--- src/rtl/uart_rxb_pkg.sv ---
`timescale 1ns/1ps
package uart_rxb_pkg;
  localparam int BYTE_W    = 8;
  localparam int MAX_FRAME = 12;
  localparam int TMO_W     = $clog2(4 * MAX_FRAME + 1);
  localparam logic [7:0] CTL_KEEP = 8'hC9;

  // trigger threshold selected by control bits 7:6
  function automatic int trig_level(input logic [1:0] sel);
    case (sel)
      2'b00:   return 1;
      2'b01:   return 4;
      2'b10:   return 8;
      default: return 14;
    endcase
  endfunction

  // bits in one serial character: start + data + optional parity + stop
  function automatic logic [3:0] frame_bits(input logic [3:0] fmt);
    logic [3:0] n;
    n = 4'd6 + {2'b00, fmt[1:0]} + {3'b000, fmt[3]};
    n = n + (fmt[2] ? 4'd2 : 4'd1);
    return n;
  endfunction
endpackage

--- src/rtl/rxb_ring.sv ---
`timescale 1ns/1ps
module rxb_ring #(
  parameter int DEPTH = 16,
  parameter int W = 8,
  localparam int AW = $clog2(DEPTH),
  localparam int CW = $clog2(DEPTH + 1)
) (
  input  logic          clk,
  input  logic          rst_n,
  input  logic          clr,
  input  logic          pop,
  input  logic          push,
  input  logic [W-1:0]  din,
  output logic [W-1:0]  head,
  output logic [CW-1:0] level,
  output logic          accepted
);
  logic [W-1:0]  mem [DEPTH];
  logic [AW-1:0] rptr, wptr;
  logic          do_pop, full_now;

  function automatic logic [AW-1:0] step(input logic [AW-1:0] p);
    return (p == AW'(DEPTH - 1)) ? '0 : p + AW'(1);
  endfunction

  always_comb begin
    do_pop   = pop && (level != '0) && !clr;
    full_now = (level == CW'(DEPTH));
    // a flush empties first; otherwise a same-cycle pop frees a slot
    accepted = push && (clr || !full_now || do_pop);
  end

  always_ff @(posedge clk or negedge rst_n) begin
    if (!rst_n) begin
      rptr  <= '0;
      wptr  <= '0;
      level <= '0;
    end else if (clr) begin
      rptr  <= '0;
      wptr  <= accepted ? AW'(1) : '0;
      level <= accepted ? CW'(1) : '0;
    end else begin
      if (do_pop)   rptr <= step(rptr);
      if (accepted) wptr <= step(wptr);
      level <= level + CW'(accepted) - CW'(do_pop);
    end
  end

  always_ff @(posedge clk) begin
    if (accepted) mem[clr ? '0 : wptr] <= din;
  end

  assign head = mem[rptr];
endmodule

--- src/rtl/rxb_ctl_reg.sv ---
`timescale 1ns/1ps
module rxb_ctl_reg
  import uart_rxb_pkg::*;
#(
  parameter int CW = 5
) (
  input  logic          clk,
  input  logic          rst_n,
  input  logic          we,
  input  logic [7:0]    wdata,
  output logic [7:0]    ctl_q,
  output logic          fen_now,
  output logic          fen_next,
  output logic [CW-1:0] trig,
  output logic          rx_flush,
  output logic          tx_flush
);
  logic eff, en_chg, tx_req;

  always_comb begin
    eff      = we && (wdata != ctl_q);
    en_chg   = eff && (wdata[0] != ctl_q[0]);
    rx_flush = eff && (wdata[1] || en_chg);
    tx_req   = eff && (wdata[2] || en_chg);
    fen_next = eff ? wdata[0] : ctl_q[0];
    fen_now  = ctl_q[0];
    trig     = CW'(trig_level(ctl_q[7:6]));
  end

  always_ff @(posedge clk or negedge rst_n) begin
    if (!rst_n) begin
      ctl_q    <= '0;
      tx_flush <= 1'b0;
    end else begin
      if (eff) ctl_q <= wdata & CTL_KEEP;
      tx_flush <= tx_req;
    end
  end
endmodule

--- src/rtl/rxb_char_timer.sv ---
`timescale 1ns/1ps
module rxb_char_timer
  import uart_rxb_pkg::*;
(
  input  logic       clk,
  input  logic       rst_n,
  input  logic       tick,
  input  logic [3:0] fmt,
  input  logic       restart,
  input  logic       run,
  input  logic       clr_pend,
  output logic       pend
);
  logic [TMO_W-1:0] cnt, limit;

  assign limit = TMO_W'(frame_bits(fmt)) << 2;

  always_ff @(posedge clk or negedge rst_n) begin
    if (!rst_n) begin
      cnt  <= '0;
      pend <= 1'b0;
    end else begin
      if (clr_pend) pend <= 1'b0;
      if (restart || !run || pend) begin
        cnt <= '0;
      end else if (tick) begin
        if ((cnt + TMO_W'(1)) >= limit) begin
          pend <= 1'b1;
          cnt  <= '0;
        end else begin
          cnt <= cnt + TMO_W'(1);
        end
      end
    end
  end
endmodule

--- src/rtl/uart_rx_buffer.sv ---
`timescale 1ns/1ps
module uart_rx_buffer
  import uart_rxb_pkg::*;
#(
  parameter int DEPTH = 16,
  localparam int CW = $clog2(DEPTH + 1)
) (
  input  logic              clk,
  input  logic              rst_n,
  input  logic              rx_valid,
  output logic              rx_ready,
  input  logic [BYTE_W-1:0] rx_data,
  input  logic              rx_break,
  input  logic              rd_data_en,
  output logic [BYTE_W-1:0] rd_data,
  input  logic              rd_lsr_en,
  input  logic              ctl_we,
  input  logic [7:0]        ctl_wdata,
  output logic [7:0]        ctl_q,
  output logic              tx_flush,
  input  logic [3:0]        line_fmt,
  input  logic              bit_tick,
  output logic [CW-1:0]     fifo_level,
  output logic              dr,
  output logic              oe,
  output logic              bi,
  output logic              level_hit,
  output logic              timeout_pend
);
  logic              fen, fen_nxt, rx_flush, ring_acc;
  logic [CW-1:0]     trig;
  logic [BYTE_W-1:0] head, hold_q, abyte;
  logic              arrival, rd_empties, ovr;
  logic              dr_n, oe_n, bi_n;

  assign rx_ready = 1'b1;
  assign arrival  = rx_valid || rx_break;
  assign abyte    = rx_break ? '0 : rx_data;

  rxb_ctl_reg #(.CW(CW)) u_ctl (
    .clk(clk), .rst_n(rst_n), .we(ctl_we), .wdata(ctl_wdata),
    .ctl_q(ctl_q), .fen_now(fen), .fen_next(fen_nxt), .trig(trig),
    .rx_flush(rx_flush), .tx_flush(tx_flush)
  );

  rxb_ring #(.DEPTH(DEPTH), .W(BYTE_W)) u_ring (
    .clk(clk), .rst_n(rst_n), .clr(rx_flush),
    .pop(rd_data_en && fen), .push(arrival && fen_nxt), .din(abyte),
    .head(head), .level(fifo_level), .accepted(ring_acc)
  );

  rxb_char_timer u_tmo (
    .clk(clk), .rst_n(rst_n), .tick(bit_tick), .fmt(line_fmt),
    .restart(arrival || rd_data_en || rx_flush),
    .run(fen && (fifo_level != '0)),
    .clr_pend(rd_data_en || rx_flush),
    .pend(timeout_pend)
  );

  // single-register mode storage
  always_ff @(posedge clk or negedge rst_n) begin
    if (!rst_n) hold_q <= '0;
    else if (arrival && !fen_nxt) hold_q <= abyte;
  end

  always_comb begin
    if (fen) rd_data = (fifo_level != '0) ? head : '0;
    else     rd_data = hold_q;
  end

  // line status: flush, then read, then arrival
  always_comb begin
    rd_empties = rd_data_en && !rx_flush && (!fen || fifo_level <= CW'(1));
    ovr = arrival && (fen_nxt ? !ring_acc : (dr && !rd_data_en && !rx_flush));
    dr_n = dr;
    oe_n = oe;
    bi_n = bi;
    if (rx_flush) dr_n = 1'b0;
    if (rd_empties) begin
      dr_n = 1'b0;
      bi_n = 1'b0;
    end
    if (rd_lsr_en) begin
      oe_n = 1'b0;
      bi_n = 1'b0;
    end
    if (arrival)  dr_n = 1'b1;
    if (rx_break) bi_n = 1'b1;
    if (ovr)      oe_n = 1'b1;
  end

  always_ff @(posedge clk or negedge rst_n) begin
    if (!rst_n) begin
      dr <= 1'b0;
      oe <= 1'b0;
      bi <= 1'b0;
    end else begin
      dr <= dr_n;
      oe <= oe_n;
      bi <= bi_n;
    end
  end

  assign level_hit = fen ? (fifo_level >= trig) : dr;
endmodule

--- config.mk ---
export PLATFORM = sky130hd
export DESIGN_NAME = uart_rx_buffer
export DESIGN_NICKNAME = d
export VERILOG_FILES = /design/src/rtl/uart_rxb_pkg.sv /design/src/rtl/rxb_ring.sv /design/src/rtl/rxb_ctl_reg.sv /design/src/rtl/rxb_char_timer.sv /design/src/rtl/uart_rx_buffer.sv
export SDC_FILE = /design/constraint.sdc
export NUM_CORES = 1
export LEC_CHECK = 0
export CAP_MARGIN = 20
export CORE_MARGIN = 2
export CORE_UTILIZATION = 27
export DETAILED_ROUTE_END_ITERATION = 6
export GPL_ROUTABILITY_DRIVEN = 0
export SYNTH_ARGS = -nofsm -noshare
export SYNTH_HDL_FRONTEND = slang
export SYNTH_SLANG_ARGS = --single-unit
--- constraint.sdc ---
create_clock -name clk -period 4.43 [get_ports clk]
set_clock_uncertainty 0.1 [all_clocks]
set_input_delay 1.329 -clock clk [delete_from_list [all_inputs] [get_ports clk]]
set_output_delay 1.329 -clock clk [all_outputs]
set_load 0.005 [all_outputs]
* Word-level counts from Yosys, hierarchy flattened *
Memory sizes are Yosys's and may differ from the RTL's.
Index checks and enable logic that the tools add are counted.

cells by class
  add/sub/neg operators = 8
  $lt $le $gt $ge = 3
  equality and inequality tests = 7
  mux-type cells = 35
  reductions and logical operators = 42

operator list
  cell                                                 number
  two-way mux 4 bit                                    7
  two-way mux 8 bit                                    3
  two-way mux 1 bit                                    19
  two-way mux 6 bit                                    3
  logical AND 1 bit                                    16
  case mux 4 bit (3 select lines)                      1
  logical OR 1 bit                                     11
  adder 4 x 1 -> 4 bit, second input constant          2
  == test 4 bit, second input constant                 2
  inequality test 8 bit                                1
  nonzero test 2 bit                                   4
  logical NOT 1 bit                                    7
  adder 6 x 1 -> 6 bit, second input constant          1
  >= comparator 6 bit                                  1
  nonzero test 3 bit                                   2
  adder 5 x 1 -> 5 bit                                 1
  == test 5 bit, second input constant                 1
  >= comparator 5 bit                                  1
  <= comparator 5 x 1 -> 1 bit, second input constant  1
  two-way mux 5 bit                                    1
  nonzero test 5 bit                                   1
  subtractor 5 x 1 -> 5 bit                            1
  adder 3 x 2 -> 4 bit, first input constant           1
  adder 4 x 1 -> 4 bit                                 1
  other kinds (6)                                      6

word-level totals
  register bits = 36
  RAM bits = 128
  input bits = 28
  word-level logic and storage cells = 107
  memories kept = 1

memory list
  name        depth  bits a word  read ports  clocked after Yosys merged registers in  write ports  RTL line        text
  u_ring.mem  16     8            1           0                                        1            rxb_ring.sv:18  logic [W-1:0] mem [DEPTH];

* Logic depth before layout (Yosys ltp) *
  word-level depth = 13
  depth in mapped cells = 14
  mapped depth without buffers = 14

* Cells and area by module *
From an unflattened synthesis, not the netlist that was laid out.

second synthesis, totals
  cells, all modules = 499
  area total of the unflattened synthesis = 7,443.4 um2

by module, submodules not included
  module          times used  cells an instance  area an instance (um2)
  rxb_ring        1           344                5,840.6
  uart_rx_buffer  1           75                 759.5
  rxb_char_timer  1           57                 583.1
  rxb_ctl_reg     1           23                 260.2

* Worst setup path after synthesis *
No wires, ideal clock.

  path type = input to register
  from = in line_fmt[0]
  to = reg u_tmo.cnt[3]
  arrival = 3,601 ps
  data required time = 4,249 ps
  setup slack = 647 ps
  cell stages on the path = 12
  buffers on the path = 0
  path through = inv_1 > fa_1 > inv_1 > ha_1 > inv_1 > ha_1 > ha_1 > and3_4 > a221oi_4 > nand2_2 > or3_1 > a31oi_2

on the way
  cells in the longest elaborated chain, start to end = 7

RTL lines
  item                    RTL line              text
  start: declaration      uart_rx_buffer.sv:21  input logic [3:0] line_fmt,
  adder 3 x 2 -> 4 bit    uart_rxb_pkg.sv:21    n = 4'd6 + {2'b00, fmt[1:0]} + {3'b000, fmt[3]};
  adder 4 x 1 -> 4 bit    uart_rxb_pkg.sv:21
  adder 4 bit             uart_rxb_pkg.sv:22    n = n + (fmt[2] ? 4'd2 : 4'd1);
  >= comparator 6 bit     rxb_char_timer.sv:27  if ((cnt + TMO_W'(1)) >= limit) begin
  two-way mux 6 bit       rxb_char_timer.sv:27
  two-way mux 6 bit       rxb_char_timer.sv:26  end else if (tick) begin
  two-way mux 6 bit       rxb_char_timer.sv:24  if (restart || !run || pend) begin
  end signal: assignment  rxb_char_timer.sv:31  cnt <= cnt + TMO_W'(1);
  end: declaration        rxb_char_timer.sv:14  logic [TMO_W-1:0] cnt, limit;

Every way passes these cells. The select of a mux whose other input is x is not followed.
A chain may end at the register's enable or synchronous reset.

* Worst setup path after layout *
  from = reg u_ring.level[3]
  to = out rd_data[2]

on the way
  cells in the longest elaborated chain, start to end = 3

RTL lines
  item                            RTL line              text
  start: declaration              rxb_ring.sv:15        output logic [CW-1:0] level,
  start signal: assignment        rxb_ring.sv:41        level <= accepted ? CW'(1) : '0;
  start signal: assignment        rxb_ring.sv:45        level <= level + CW'(accepted) - CW'(do_pop);
  nonzero test 5 bit              uart_rx_buffer.sv:67  if (fen) rd_data = (fifo_level != '0) ? head : '0;
  two-way mux 8 bit (2 in a row)  uart_rx_buffer.sv:67
  end: declaration                uart_rx_buffer.sv:15  output logic [BYTE_W-1:0] rd_data,

Every way passes these cells.

==> key figures <==
Outcome
  – Status: finished, final reports clean

GRT
  – First-pass GRT wire length: 24360 um
  – Tot GR Track Use: 0.1121
  – Vias in the first global route: 4347
  – GRT Residual Overflow: 0
  – Initial antenna violation count: 0
  – Largest net degree at the start of global routing: 37

Critical path
  – Kind of critical path: reg -> out
  – Highest-delay cell along the critical path: o31ai_4
  – CP peak stage delay: approximately 470 ps
  – Req. time, crit path: ~3000 ps
  – CP Launch Type: flip-flop
  – Worst-path cell chain: inv_1 > ha_1 > nand2b_1 > o31ai_4 > nor2_2 > a22oi_1 > nand3_1 > clkdlybuf4s50_1
  – Critical-path maximum fanout: 8
  – Critical path capture point type: output pin
  – Worst Path Arrival: between 2000 and 3000 ps

Yosys
  – Library cells used by synthesis: 54
  – Synth warn: 0
  – EDFF count, synth: between 100 and 150
  – #FFs+latches synth: around 160
  – Area of the mapped netlist: 7375 um^2
  – Avg Cell Area, Syn: roughly 15 um^2
  – Sequential-to-total area share from yosys stat: 0.6434
  – Post-synth ARST share: 0.2195
  – Ys flop type: edfxtp_1
  – Cells after Synth: roughly 500

Floorplanning
  – Die height: about 170 um
  – IO Pins: 56
  – Die Area: around 29000 um^2
  – Site Rows: 60
  – Core ar.: 26880 um^2
  – Die Wd: 169.3 um
  – Starting Density: 0.2744

STA
  – Tcrit/Tclk final: 0.9656
  – Final setup fails: 0
  – Max-slew violations: 0
  – Slew margin rel.: 0.4103
  – F_max: ~0.23 GHz
  – Final setup TNS: 0 ps
  – Hold slack final: a little under 400 ps
  – Post-route minimum period: between 4000 and 5000 ps
  – RSZ-0062 raised after global routing: no
  – Hold Vio Cnt, Final: 0
  – Worst-margin pin slew: between 800 and 900 ps

Clock network
  – Number of buffers created by CTS: 17
  – Max clock buf depth: 2
  – CTS sink cnt: between 150 and 200
  – Worst-Skew Late Latency: about 430 ps
  – CTS tree: built
  – Clk root buf: clkbuf_16
  – H-tree Lvls: 4
  – Clock Pin Slew Worst Setup and Hold Paths: roughly 70 ps

Placement
  – Buffers on Ports: between 40 and 50
  – Placed Cells: about 910
  – Detail Placement HPWL: 10460 um

Finish
  – Layout Cells excl Fill: ~940
  – Final nets: roughly 640
  – Most common cell after layout, fill and taps aside: edfxtp_1
  – Share of cells above drive strength 1: 0.1873
  – Most frequent cells in the layout: 128 x edfxtp_1, 46 x clkdlybuf4s50_1, 35 x dfrtp_1
  – Area Growth Syn to Fin: 22.45%
  – ANT cells: 0

Pwr
  – Leak: 3.234 nW
  – Pwr dens: approximately 460 nW/um^2
  – Max VDD drop: 0.0002889 V

Drt
  – Via density: ~4.7
  – WL per Instance: 16.55 um
  – TritonRoute pass-1 iters: 6
  – Drt total wl: 15540 um
  – Post-DRT Antenna Nets: 0
  – Via count: 4376
  – DRC: 0
  – 1st-iter DRT viols: between 300 and 400

Worst hold path
  – Hold crit path type: reg -> reg

Flow run
  – Maxcap violations: 0
==> path summary, 6_finish.rpt <==
kind / startpoint / end / slack, ps / depth (start not counted)
setup / recovery: u_ring.level[3]$_DFF_PN0_ / rd_data[2] / 150 / 8
hold / removal: hold_q[6]$_DFFE_PN0P_ / hold_q[6]$_DFFE_PN0P_ / 390 / 1
setup reg to reg: u_ring.level[3]$_DFF_PN0_ / u_ring.level[4]$_DFF_PN0_ / 1440 / 14
hold reg to reg: hold_q[6]$_DFFE_PN0P_ / hold_q[6]$_DFFE_PN0P_ / 390 / 1
max in group asynchronous: rst_n / u_ring.rptr[0]$_DFFE_PN0P_ / 2650 / 1
min in group asynchronous: rst_n / u_ctl.ctl_q[3]$_DFFE_PN0P_ / 920 / 1
==> Yosys cell counts (all sizes together), types with 2 or more instances <==
cell type,count,area share
a21oi,15,0.010
or3,6,0.0051
nand2b,14,0.012
nand3b,2,0.0020
o21a,3,0.0041
nor3,4,0.0027
nor2b,12,0.010
a311o,2,0.0027
fa,2,0.0054
mux2i,30,0.041
mux2,11,0.017
dfrtp,36,0.12
buf,17,0.015
clkbuf,7,0.0036
ha,22,0.037
conb,2,0.0010
nand3,27,0.018
inv,23,0.012
o31ai,2,0.0027
o311ai,3,0.0046
xor2,2,0.0034
and2,2,0.0017
o21ai,13,0.0098
a31oi,3,0.0034
xnor2,6,0.0071
nand2,24,0.013
nor2,36,0.020
edfxtp,128,0.52
mux4,18,0.055
a22oi,23,0.023
==> worst max-delay path: cells and delay by family, from the launching register on <==
family / cells / cell delay [ps]
flip-flops: 1 / 400
AO/OA/AOI/OAI: 2 / 780
buffers and inverters: 2 / 590
AND/OR/NAND/NOR: 3 / 500
adder cells (fa/ha/maj): 1 / 150
==> through the flow <==
step | total power [W] | instance area [um^2] | utilization | worst slack [ps]
after global routing | 0.004383 | 9030 | 0.3360 | 1.658
final | 0.004167 | 9030 | 0.3360 | 152.5
after detailed placement | 0.002766 | 8403 | 0.3127 | 173.3
after CTS | 0.004202 | 8995 | 0.3347 | 43.52
after floorplan | 0.002421 | 7386 | - | 647.1
after global placement | 0.002759 | 8392 | 0.3122 | 194.8
==> cell families after synthesis <==
family                     share of synthesized area
xor gates and xnor gates                     0.01052
AOI/OAI and AO/OA                            0.06956
buffers and inverters                        0.03037
muxes                                         0.1130
adders and majority gates                    0.04276
DFF                                           0.6434
and+or+nand+nor                              0.08941
other                                       0.001018
==> report_power, final <==
group	total, W	internal (W)	switching [W]
Clock	0.00143	0.000788	0.000638
Sequential	0.00185	0.00174	0.000104
Combinational	0.000894	0.000450	0.000445
==> final cells by class <==
class / instances / area [um^2]
Fill cell: 2604 / 17850
Sequential cell: 164 / 4748
Multi-Input combinational cell: 296 / 2452
Timing Repair Buffer: 83 / 744.5
Tap cell: 341 / 426.7
Clock buffer: 17 / 425.4
Clock inverter: 15 / 146.4
Inverter: 23 / 86.33
==> repair_timing <==
action,in CTS,in global routing
gates resized for setup,4,5
hold buffers,0,0
setup endpoints to repair,8,5
pin swaps,0,2
setup buffers,0,1
==> sequential cells by signal, summed over array words and instances, names as in the netlist <==
| name | flops |
|---|---|
| u_ring.level | 5 |
| oe | 1 |
| u_ring.rptr | 4 |
| u_ring.wptr | 4 |
| u_ctl.ctl_q | 4 |
| dr | 1 |
| u_ring.mem | 128 |
| u_tmo.pend | 1 |
| hold_q | 8 |
| bi | 1 |
| u_ctl.tx_flush | 1 |
| u_tmo.cnt | 6 |
==> layer usage <==
metal / up-vias / wire length (um) / global-route usage
met5: - / 0 / 0
met4: 0 / 174 / 0.03493
met3: 15 / 745 / 0.03102
met2: 112 / 7445 / 0.1785
met1: 2192 / 7178 / 0.1491
li1: 2057 / - / -
No activity file was read; power rests on OpenSTA's default activity.
